`config.mk`:
```
export PLATFORM = sky130hd
export DESIGN_NAME = dma4_core
export DESIGN_NICKNAME = d
export VERILOG_FILES = /design/src/rtl/dma4_pkg.sv /design/src/rtl/dma4_chan.sv /design/src/rtl/dma4_access.sv /design/src/rtl/dma4_core.sv
export SDC_FILE = /design/constraint.sdc
export NUM_CORES = 1
export LEC_CHECK = 0
export ABC_AREA = 1
export BUFFER_PORTS_ARGS = -buffer_cell sky130_fd_sc_hd__buf_2
export CORE_MARGIN = 2
export CORE_UTILIZATION = 25
export DETAILED_ROUTE_END_ITERATION = 8
export PLACE_DENSITY = 0.39
export SLEW_MARGIN = 5
export SYNTH_ARGS = -nofsm -noshare
export SYNTH_HDL_FRONTEND = slang
export SYNTH_HIERARCHICAL = 1
export SYNTH_SLANG_ARGS = --single-unit
```
`constraint.sdc`:
```
create_clock -name clk -period 2.5 [get_ports clk]
set_clock_uncertainty 0.2 [all_clocks]
set_input_delay 0.375 -clock clk [delete_from_list [all_inputs] [get_ports clk]]
set_output_delay 0.375 -clock clk [all_outputs]
set_load 0.01 [all_outputs]
```
`src/rtl/dma4_pkg.sv`:
```
package dma4_pkg;
  localparam int NUM_CH = 4;

  typedef enum logic [1:0] {XF_VERIFY = 2'd0, XF_WRITE = 2'd1, XF_READ = 2'd2, XF_BAD = 2'd3} xfer_e;
  typedef enum logic [1:0] {RES_NONE = 2'd0, RES_OK = 2'd1, RES_EOP = 2'd2, RES_RSVD = 2'd3} res_e;

  localparam logic [3:0] P_CMD   = 4'h8;
  localparam logic [3:0] P_REQ   = 4'h9;
  localparam logic [3:0] P_MASK1 = 4'hA;
  localparam logic [3:0] P_MODE  = 4'hB;
  localparam logic [3:0] P_TGCLR = 4'hC;
  localparam logic [3:0] P_MRST  = 4'hD;
  localparam logic [3:0] P_MCLR  = 4'hE;
  localparam logic [3:0] P_MALL  = 4'hF;
endpackage

```
`src/rtl/dma4_chan.sv`:
```
module dma4_chan #(
  parameter int DATA_W = 8,
  localparam int REG_W = 2 * DATA_W
) (
  input  logic              clk,
  input  logic              rst_n,
  input  logic              mreset,
  input  logic              wr_sel_addr,
  input  logic              wr_sel_cnt,
  input  logic              wr_hi,
  input  logic [DATA_W-1:0] wdata,
  input  logic              mode_wr,
  input  logic [1:0]        mode_xfer,
  input  logic              mode_dec,
  input  logic              mask_wr,
  input  logic              mask_val,
  input  logic              req_wr,
  input  logic              req_val,
  input  logic              step,
  input  logic              force_done,
  input  logic              stat_clr,
  output logic [REG_W-1:0]  addr_q,
  output logic [REG_W-1:0]  cnt_q,
  output logic [1:0]        xfer_q,
  output logic              mask_q,
  output logic              req_q,
  output logic              done_q,
  output logic              wrap
);
  logic [REG_W-1:0] addr_d, cnt_d;
  logic [1:0]       xfer_d;
  logic             dec_q, dec_d, mask_d, req_d, done_d, done_set;

  assign wrap = (cnt_q == '0);

  always_comb begin
    addr_d = addr_q;
    if (wr_sel_addr)
      addr_d = wr_hi ? {wdata, addr_q[DATA_W-1:0]} : {addr_q[REG_W-1:DATA_W], wdata};
    else if (step)
      addr_d = dec_q ? addr_q - REG_W'(1) : addr_q + REG_W'(1);

    cnt_d = cnt_q;
    if (wr_sel_cnt)
      cnt_d = wr_hi ? {wdata, cnt_q[DATA_W-1:0]} : {cnt_q[REG_W-1:DATA_W], wdata};
    else if (step)
      cnt_d = cnt_q - REG_W'(1);

    xfer_d = mode_wr ? mode_xfer : xfer_q;
    dec_d  = mode_wr ? mode_dec  : dec_q;
    mask_d = mreset ? 1'b1 : (mask_wr ? mask_val : mask_q);
    req_d  = mreset ? 1'b0 : (req_wr ? req_val : req_q);

    done_set = (step && wrap) || force_done;
    if (mreset)        done_d = 1'b0;
    else if (done_set) done_d = 1'b1;
    else if (stat_clr) done_d = 1'b0;
    else               done_d = done_q;
  end

  always_ff @(posedge clk or negedge rst_n) begin
    if (!rst_n) begin
      addr_q <= '0;
      cnt_q  <= '0;
      xfer_q <= '0;
      dec_q  <= 1'b0;
      mask_q <= 1'b1;
      req_q  <= 1'b0;
      done_q <= 1'b0;
    end else begin
      addr_q <= addr_d;
      cnt_q  <= cnt_d;
      xfer_q <= xfer_d;
      dec_q  <= dec_d;
      mask_q <= mask_d;
      req_q  <= req_d;
      done_q <= done_d;
    end
  end

  AST_CNT_STEP: assert property (@(posedge clk) disable iff (!rst_n)
    (step && !wr_sel_cnt) |=> cnt_q == $past(cnt_q) - REG_W'(1));
  AST_ADDR_UP: assert property (@(posedge clk) disable iff (!rst_n)
    (step && !wr_sel_addr && !dec_q) |=> addr_q == $past(addr_q) + REG_W'(1));
  AST_WRAP_DONE: assert property (@(posedge clk) disable iff (!rst_n)
    (step && wrap && !mreset) |=> done_q);
  AST_DONE_CAUSE: assert property (@(posedge clk) disable iff (!rst_n)
    $rose(done_q) |-> $past(step || force_done));
  AST_MRESET_FLAGS: assert property (@(posedge clk) disable iff (!rst_n)
    mreset |=> (mask_q && !req_q && !done_q));
endmodule

```
`src/rtl/dma4_access.sv`:
```
module dma4_access
  import dma4_pkg::*;
#(
  parameter int DATA_W = 8,
  localparam int REG_W = 2 * DATA_W
) (
  input  logic                    clk,
  input  logic                    rst_n,
  input  logic                    dev_req,
  input  logic [1:0]              dev_ch,
  input  logic                    dev_is_write,
  input  logic [2*NUM_CH-1:0]     xfer_flat,
  input  logic [REG_W*NUM_CH-1:0] addr_flat,
  input  logic [NUM_CH-1:0]       wrap_v,
  input  logic [NUM_CH-1:0]       done_v,
  output logic [NUM_CH-1:0]       step,
  output logic [REG_W-1:0]        dev_addr,
  output logic [1:0]              dev_result
);
  logic [1:0] sel_xfer;
  logic       ok;

  assign sel_xfer = xfer_flat[dev_ch*2 +: 2];
  assign ok = dev_req && (dev_is_write ? (sel_xfer == XF_WRITE) : (sel_xfer == XF_READ));

  for (genvar g = 0; g < NUM_CH; g++) begin : g_step
    assign step[g] = ok && (dev_ch == 2'(g));
  end

  always_comb begin
    dev_addr   = '0;
    dev_result = RES_NONE;
    if (ok) begin
      dev_addr   = addr_flat[dev_ch*REG_W +: REG_W];
      dev_result = (wrap_v[dev_ch] && !done_v[dev_ch]) ? RES_EOP : RES_OK;
    end
  end

  AST_REFUSED_QUIET: assert property (@(posedge clk) disable iff (!rst_n)
    (dev_result == RES_NONE) |-> (step == '0 && dev_addr == '0));
endmodule

```
`src/rtl/dma4_core.sv`:
```
module dma4_core
  import dma4_pkg::*;
#(
  parameter int DATA_W = 8,
  localparam int REG_W = 2 * DATA_W
) (
  input  logic              clk,
  input  logic              rst_n,
  input  logic [3:0]        cpu_addr,
  input  logic              cpu_wr,
  input  logic              cpu_rd,
  input  logic [DATA_W-1:0] cpu_wdata,
  output logic [DATA_W-1:0] cpu_rdata,
  input  logic              dev_req,
  input  logic [1:0]        dev_ch,
  input  logic              dev_is_write,
  input  logic [3:0]        force_done,
  output logic [REG_W-1:0]  dev_addr,
  output logic [1:0]        dev_result,
  output logic [DATA_W-1:0] ctrl_cfg,
  output logic [3:0]        ch_mask
);
  logic                    chan_port, is_cnt, mreset, stat_clr;
  logic [1:0]              pch;
  logic                    hi_q, hi_d;
  logic [DATA_W-1:0]       cmd_q, cmd_d;
  logic [REG_W*NUM_CH-1:0] addr_flat, cnt_flat;
  logic [2*NUM_CH-1:0]     xfer_flat;
  logic [NUM_CH-1:0]       wrap_v, done_v, req_v, mask_v, step_v;
  logic [REG_W-1:0]        sel_reg;

  assign chan_port = !cpu_addr[3];
  assign pch       = cpu_addr[2:1];
  assign is_cnt    = cpu_addr[0];
  assign mreset    = cpu_wr && (cpu_addr == P_MRST);
  assign stat_clr  = cpu_rd && (cpu_addr == P_CMD);

  always_comb begin
    hi_d = hi_q;
    if (mreset || (cpu_wr && cpu_addr == P_TGCLR)) hi_d = 1'b0;
    else if (chan_port && (cpu_wr || cpu_rd))      hi_d = ~hi_q;
    cmd_d = (cpu_wr && cpu_addr == P_CMD) ? cpu_wdata : cmd_q;
  end

  always_ff @(posedge clk or negedge rst_n) begin
    if (!rst_n) begin
      hi_q  <= 1'b0;
      cmd_q <= '0;
    end else begin
      hi_q  <= hi_d;
      cmd_q <= cmd_d;
    end
  end

  for (genvar g = 0; g < NUM_CH; g++) begin : g_ch
    logic this_port, mode_wr, mask_wr, mask_val, req_wr;
    assign this_port = cpu_wr && chan_port && (pch == 2'(g));
    assign mode_wr   = cpu_wr && cpu_addr == P_MODE && cpu_wdata[1:0] == 2'(g);
    assign req_wr    = cpu_wr && cpu_addr == P_REQ && cpu_wdata[1:0] == 2'(g);
    assign mask_wr   = cpu_wr && ((cpu_addr == P_MASK1 && cpu_wdata[1:0] == 2'(g))
                                  || cpu_addr == P_MCLR || cpu_addr == P_MALL);
    assign mask_val  = (cpu_addr == P_MALL) ? cpu_wdata[g] :
                       (cpu_addr == P_MCLR) ? 1'b0 : cpu_wdata[2];

    dma4_chan #(.DATA_W(DATA_W)) u_chan (
      .clk        (clk),
      .rst_n      (rst_n),
      .mreset     (mreset),
      .wr_sel_addr(this_port && !is_cnt),
      .wr_sel_cnt (this_port && is_cnt),
      .wr_hi      (hi_q),
      .wdata      (cpu_wdata),
      .mode_wr    (mode_wr),
      .mode_xfer  (cpu_wdata[3:2]),
      .mode_dec   (cpu_wdata[5]),
      .mask_wr    (mask_wr),
      .mask_val   (mask_val),
      .req_wr     (req_wr),
      .req_val    (cpu_wdata[2]),
      .step       (step_v[g]),
      .force_done (force_done[g]),
      .stat_clr   (stat_clr),
      .addr_q     (addr_flat[g*REG_W +: REG_W]),
      .cnt_q      (cnt_flat[g*REG_W +: REG_W]),
      .xfer_q     (xfer_flat[g*2 +: 2]),
      .mask_q     (mask_v[g]),
      .req_q      (req_v[g]),
      .done_q     (done_v[g]),
      .wrap       (wrap_v[g])
    );
  end

  dma4_access #(.DATA_W(DATA_W)) u_access (
    .clk         (clk),
    .rst_n       (rst_n),
    .dev_req     (dev_req),
    .dev_ch      (dev_ch),
    .dev_is_write(dev_is_write),
    .xfer_flat   (xfer_flat),
    .addr_flat   (addr_flat),
    .wrap_v      (wrap_v),
    .done_v      (done_v),
    .step        (step_v),
    .dev_addr    (dev_addr),
    .dev_result  (dev_result)
  );

  assign sel_reg = is_cnt ? cnt_flat[pch*REG_W +: REG_W] : addr_flat[pch*REG_W +: REG_W];

  always_comb begin
    if (chan_port)                 cpu_rdata = hi_q ? sel_reg[REG_W-1:DATA_W] : sel_reg[DATA_W-1:0];
    else if (cpu_addr == P_CMD)    cpu_rdata = DATA_W'({req_v, done_v});
    else if (cpu_addr == P_MRST)   cpu_rdata = '1;
    else                           cpu_rdata = '0;
  end

  assign ctrl_cfg = cmd_q;
  assign ch_mask  = mask_v;

  AST_TOGGLE_CLR: assert property (@(posedge clk) disable iff (!rst_n)
    (cpu_wr && (cpu_addr == P_TGCLR || cpu_addr == P_MRST)) |=> !hi_q);
  AST_TOGGLE_FLIP: assert property (@(posedge clk) disable iff (!rst_n)
    (chan_port && (cpu_wr || cpu_rd)) |=> hi_q != $past(hi_q));
  AST_STAT_CLR: assert property (@(posedge clk) disable iff (!rst_n)
    (stat_clr && force_done == '0 && step_v == '0) |=> done_v == '0);
endmodule

```
==> results of run 1 <==
==> critical path: stages, from the launching register on <==
cell and delay (ps):
dfrtp_1 400, nor2_2 170, nand2_2 90, inv_2 90, nand3_4 80, nor4_4 190
buf_4 170, inv_2 40, nor2_4 90, a21oi_2 50, nand2_1 70, nand2_1 60
nor2_2 140, buf_2 150
==> flip-flops by register name, summed over array words and instances (netlist names) <==
| register | cells |
|---|---|
| hi_q | 1 |
| g_ch.u_chan/done_q | 4 |
| g_ch.u_chan/mask_q | 4 |
| g_ch.u_chan/dec_q | 4 |
| g_ch.u_chan/xfer_q | 8 |
| g_ch.u_chan/addr_q | 64 |
| g_ch.u_chan/req_q | 4 |
| ctrl_cfg | 8 |
| g_ch.u_chan/cnt_q | 64 |
==> path summary, 6_finish.rpt <==
path / slack [ps] / from / endpoint / cells past startpoint
setup / recovery: -380 / g_ch[3].u_chan/cnt_q[12]$_DFFE_PN0P_ / dev_result[1] / 13
hold / removal: 100 / cpu_rd / hi_q$_DFFE_PN0P_ / 3
setup reg to reg: -210 / g_ch[3].u_chan/cnt_q[12]$_DFFE_PN0P_ / g_ch[3].u_chan/cnt_q[15]$_DFFE_PN0P_ / 18
hold reg to reg: 280 / g_ch[1].u_chan/mask_q$_DFFE_PN1P_ / g_ch[1].u_chan/mask_q$_DFFE_PN1P_ / 2
max in group asynchronous: 1240 / rst_n / g_ch[1].u_chan/addr_q[11]$_DFFE_PN0P_ / 3
min in group asynchronous: 170 / rst_n / g_ch[2].u_chan/cnt_q[5]$_DFFE_PN0P_ / 2
==> power breakdown <==
part	internal [mW]	leakage [nW]	switching, mW
clock network	1.49	0.296	1.37
registers	3.50	1.87	1.35
logic	3.91	8.17	5.99
==> kinds of logic after synthesis <==
group                      count (synthesis)  share of synthesized area
DFF                                      161                      0.261
AOI/OAI and AO/OA                        396                      0.149
and+or+nand+nor                         1397                      0.396
buffers and inverters                    401                      0.108
xor gates and xnor gates                  28                     0.0159
adders and majority gates                 68                     0.0571
muxes                                     17                     0.0128
==> cell usage in the layout (no fill, tap or decap), types with 11 or more instances in the layout <==
cell type    n
ha_1        61
inv_1      276
nor2_1     163
inv_2       46
mux2_2      14
buf_2       37
and2_1      11
nand2_1    856
dfrtp_2     13
nor2_2      36
a22oi_1     19
buf_4      205
nand3_2     35
a21oi_1    178
buf_6       42
a211oi_2    11
buf_12      21
o21ai_0     94
dfrtp_1    144
nand3_1    151
xor2_1      23
o21ai_1     24
a31oi_1     26
nand2_2     45
nor2_4      43
nand4_1     14
clkbuf_16   17
==> final cells by class <==
cell class                      count  area, sq um  area share
Clock buffer                       17          425      0.0214
Sequential cell                   161         4050       0.204
Tap cell                          790          988      0.0497
Clock inverter                     15          165     0.00830
Timing Repair inverter              1         5.00    0.000252
Multi-Input combinational cell   1907        10200       0.515
Inverter                          335         1290      0.0650
Timing Repair Buffer              313         2730       0.137
==> routing by layer <==
| metal | wire, um | part of all wire | global-route usage | up-vias |
|---|---|---|---|---|
| met1 | 30400 | 0.46 | 0.278 | 8039 |
| met5 | 0 | 0 | 0 | - |
| met3 | 2630 | 0.040 | 0.0258 | 58 |
| met4 | 1310 | 0.020 | 0.0571 | 0 |
| li1 | - | - | - | 8466 |
| met2 | 31500 | 0.48 | 0.350 | 380 |
==> metrics by stage <==
step | std cells | area [sq um]
final | 3539 | 19900
after global routing | 3539 | 19900
after CTS | 3528 | 19200
after detailed placement | 3466 | 18200
after global placement | 3466 | 18200
after floorplan | 2468 | 15400
==> what timing repair did <==
item	CTS	global route
resized for setup	42	157
hold endpoints to repair	119	0
setup endpoints to repair	26	83
pin swaps	25	60
setup buffers	24	15
gates cloned	1	2
hold buffers	5	0
==> impl_metrics.csv, run 1 <==
group,metric,value,unit
outcome,run_status,"finished with violations",
critical_path,crit_path_start_kind,"register",
sta,worst_slew_pin_slew,617,ps
global_route,grt_pass1_wl,99.7,mm
route,dr_total_vias,16900,
layout,final.fill_count,6724,
yosys,ys.flop_type,"dfrtp_1",
sta,setup_tns,-902,ps
pwr,p_total,17.6,mW
layout,areaGrowthSynthToFinish,28.9,%
yosys,synth.net_count,2560,
yosys,synth.most_common_cell,"nand2_1",
floorplanning,core.rowCount,91,
cts,cts_buffers,17,
yosys,synthCells,2468,
sta,fin_ws,-385,ps
floorplanning,core,0.0614,sq mm
layout,fin_nets,2828,
sta,timing.hold.ws,104,ps
placement,place_ws,-78.7,ps
yosys,syn_avg_cell_area,6.25,sq um
worst_hold_path,hold_path.class,"in2reg",
route,vias_per_cell,4.79,
global_route,grt_pass1_vias,16400,
sta,hold_violations,0,
critical_path,cp_max_fo,2,
global_route,grt_max_degree,55,
yosys,yosys.area.top_type,"dfrtp_1",
route,dr.pass1.iters,5,
floorplanning,top_level_ports,62,
global_route,overflow,0,
floorplanning,die_w,252,um
yosys,ys_seq_area_frac,0.261,
cts,insertion_delay,510,ps
critical_path,end_kind,"output port",
route,drtIter0Drc,1254,
sta,max_freq,347,MHz
yosys,yosys.cell_types.count,56,
sta,rsz0062_at_grt,"yes",
floorplanning,die-height,252,um
yosys,synth_top_area_frac,0.255,
sta,drv_slew,0,
pwr,vdd_ir_drop_max,0.000581,V
layout,post-route-util,0.324,
sta,setup_viol,3,
route,ant_nets,0,
placement,portBuffers,61,
sta,fin_crit,2880,ps
job,cap_violations,0,
global_route,grt_usage,0.208,
placement,place_hpwl,51.9,mm
cts,htree_levels,4,
outcome,violations,"setup timing",
yosys,synth_edf_count,0,
route,wl_per_cell,18.6,um
pwr,power_density,886,mW/mm^2
cts,cts.path.max_buffers,2,
yosys,synth_common_cells,"nand2_1, inv_1, a21oi_1, nand3_1, nor2_1",
floorplanning,dieArea,0.0637,sq mm
floorplanning,initial_core_util,0.251,
route,routed_wl,65.9,mm
critical_path,worstPathArrival,2310,ps
cts,cts_root_buf,"clkbuf_16",
route,remaining_drc_errors,0,
pwr,cellLeakagePower,10.3,nW
sta,slew_headroom,0.589,
layout,antennaDiodeCount,0,
critical_path,crit_type,"reg2out",
cts,cts_sinks,161,
yosys,async_flop_share,1.00,
layout,drive_gt1_frac,0.237,
yosys,netlist_top_cells_area,"dfrtp_1, nand2_1, inv_1",
yosys,ys_warn_count,6,
global_route,antenna_found_initial,1,
yosys,synth_seq_cells,161,
placement,globalplace.congestion,0.911,
cts,clkSlewWorstSetupHoldPaths,80,ps
critical_path,cp_data_required_time,1920,ps
cts,cts_tree,"done",
yosys,synth_area,0.0154,sq mm
sta,finalCritPeriodShare,1.15,
(Power assumes the default switching activity.)
==> inputs of run 2 (changes only) <==
--- a/config.mk
+++ b/config.mk
@@ -11,6 +11,7 @@
 export CORE_UTILIZATION = 25
 export DETAILED_ROUTE_END_ITERATION = 8
 export PLACE_DENSITY = 0.39
+export SETUP_SLACK_MARGIN = 0.05
 export SLEW_MARGIN = 5
 export SYNTH_ARGS = -nofsm -noshare
 export SYNTH_HDL_FRONTEND = slang
==> impl_metrics.csv, run 2 (same netlist as run 1, synthesis figures left out) <==
group,metric,value,unit
critical_path,reg2reg_depth,18,
floorplanning,initial_core_util,0.251,
critical_path,cp_top_family,"simple AND/OR/NAND/NOR gates",
global_route,grt_pass1_wl,99.7,mm
route,wl_met2,31.7,mm
critical_path,slowest_delay,400,ps
critical_path,crit_path_end,"dev_result[1]",
layout,instances_no_fill,3545,
placement,place_inst,3466,
cts,cts_tree,"done",
route,remaining_drc_errors,0,
critical_path,cp_data_required_time,1920,ps
layout,areaGrowthSynthToFinish,30.4,%
critical_path,cpMaxStageDelayCell,"dfrtp_1",
sta,finalCritPeriodShare,1.16,
sta,fin_ws,-397,ps
cts,cts.path.max_buffers,2,
critical_path,end_kind,"output port",
global_route,grt_max_degree,55,
sta,hold_violations,0,
sta,slew_headroom,0.589,
critical_path,cp.depth,13,
pwr,vdd_ir_drop_max,0.000547,V
layout,antennaDiodeCount,0,
critical_path,cp_max_fo,2,
route,wl_per_cell,18.7,um
sta,worst_slew_pin_slew,617,ps
critical_path,r2r_start,"g_ch[3].u_chan/cnt_q[12]$_DFFE_PN0P_",
route,drtIter0Drc,1302,
floorplanning,top_level_ports,62,
sta,max_freq,345,MHz
cts,cts_buffers,17,
cts,htree_levels,4,
route,vias_per_cell,4.78,
critical_path,crit_path_start_kind,"register",
floorplanning,die_w,252,um
worst_hold_path,hold_path.class,"in2reg",
global_route,overflow,0,
route,highest_layer,"met4",
layout,layout_commonest_cell,"nand2_1",
route,dr_total_vias,17000,
critical_path,startpoint,"g_ch[3].u_chan/cnt_q[12]$_DFFE_PN0P_",
placement,place_hpwl,51.9,mm
cts,clkSlewWorstSetupHoldPaths,80,ps
placement,portBuffers,61,
floorplanning,core,0.0614,sq mm
layout,multi_input_area,0.0104,sq mm
outcome,violations,"setup timing",
pwr,power_density,883,mW/mm^2
route,ant_nets,0,
layout,post-route-util,0.328,
sta,rsz0062_at_grt,"yes",
global_route,antenna_found_initial,1,
job,cap_violations,0,
critical_path,critPathBufInv,4,
floorplanning,core.rowCount,91,
outcome,run_status,"finished with violations",
layout,final_cell_mix,"nand2_1, inv_1, buf_4",
floorplanning,dieArea,0.0637,sq mm
layout,final.fill_count,6726,
pwr,cellLeakagePower,10.4,nW
floorplanning,die-height,252,um
sta,drv_slew,0,
critical_path,cp_cell_sequence,"nor2_2 > nand2_2 > inv_2 > nand3_4 > nor4_4 > buf_4 > inv_2 > nor2_4 > a21oi_2 > nand2_1 > nand2_1 > nor2_2 > buf_2",
layout,regArea,0.00406,sq mm
cts,cts_sinks,161,
global_route,grt_pass1_vias,16400,
layout,fin_nets,2834,
critical_path,reg2reg_slack,-190,ps
layout,drive_gt1_frac,0.253,
cts,insertion_delay,510,ps
placement,globalplace.congestion,0.911,
route,m1WireLength,30.6,mm
critical_path,crit_type,"reg2out",
route,routed_wl,66.2,mm
global_route,grt_usage,0.208,
critical_path,worstPathArrival,2320,ps
sta,fin_crit,2900,ps
cts,cts_root_buf,"clkbuf_16",
route,wl_met3,2.59,mm
layout,reg_top3,"g_ch.u_chan/addr_q (64), g_ch.u_chan/cnt_q (64)",
critical_path,r2r_end,"g_ch[3].u_chan/cnt_q[15]$_DFFE_PN0P_",
sta,setup_viol,3,
route,dr.pass1.iters,6,
[run 2: cell types whose count changed in the layout (fill, tap and decap cells not counted), moves of 3 or more]
cell     delta
a21oi_2     +5
a21oi_1     -6
nor2_1      -3
buf_6       +7
dfrtp_2     +8
nand2_2    +16
buf_4       -4
nand2_1    -17
buf_2       +3
nor2_4      +4
dfrtp_1     -8
[run 2: worst register-to-register path, stage by stage (launching register included)]
cell,delay (ps)
dfrtp_1,400
nor2_2,170
nand2_2,90
buf_6,120
buf_4,120
buf_4,120
buf_6,100
buf_6,100
buf_6,100
buf_6,100
buf_6,100
buf_6,100
buf_6,100
buf_6,100
buf_6,100
buf_6,100
o21ai_2,90
nand3_1,100
a21oi_1,170
[run 2: area by class of cell]
class,count,share of cell area
timing repair buffer,321,0.140
clock buffer,17,0.0211
inverter,335,0.0642
multi-input combinational,1906,0.515
sequential,161,0.202
clock inverter,15,0.00821
tap,790,0.0491
[run 2: per-stage QoR]
step / TNS (ps) / cell area, sq um / power (mW) / setup WS (ps) / hold slack, ps
CTS: -1350 / 19400 / 17.4 / -472 / 64.6
finish: -913 / 20100 / 17.8 / -397 / 106
global placement: -326 / 18200 / 14.0 / -117 / 140
global route: -1710 / 20100 / 19.3 / -494 / 114
detailed placement: -99.5 / 18200 / 14.0 / -78.7 / 141
floorplan: 0 / 15400 / 10.2 / 238 / -121
[run 2: what timing repair did]
| action | CTS | global route |
|---|---|---|
| buffers inserted | 27 | 20 |
| hold buffers | 5 | 0 |
| endpoints found under the hold margin | 119 | 0 |
| pin swaps | 38 | 69 |
| setup endpoints to repair | 26 | 105 |
| cloned | 1 | 1 |
| resized for setup | 94 | 161 |
[run 2: worst min path at each step]
stage          slack (ps)  cells past startpoint  startpoint                                    to
2_1_floorplan        -120                      0       rst_n               ctrl_cfg[0]$_DFFE_PN0P_
6_report              110                      3      cpu_rd                      hi_q$_DFFE_PN0P_
5_1_grt               110                      4      cpu_rd                      hi_q$_DFFE_PN0P_
3_3_place_gp          140                      1       rst_n  g_ch[2].u_chan/cnt_q[14]$_DFFE_PN0P_
4_1_cts                60                      3      cpu_rd                      hi_q$_DFFE_PN0P_
3_5_place_dp          140                      1       rst_n   g_ch[2].u_chan/cnt_q[5]$_DFFE_PN0P_
[run 2: power by group]
group / internal [mW] / switching, mW / total [mW]
Sequential: 3.52 / 1.36 / 4.88
Combinational: 3.99 / 6.03 / 10.0
Clock: 1.49 / 1.38 / 2.88
Total: 9.00 / 8.77 / 17.8
[run 2: routing by layer]
layer,global-route usage,up-vias
li1,-,8474
met1,0.278,8055
met2,0.351,355
met3,0.0260,68
met4,0.0538,0
met5,0,-
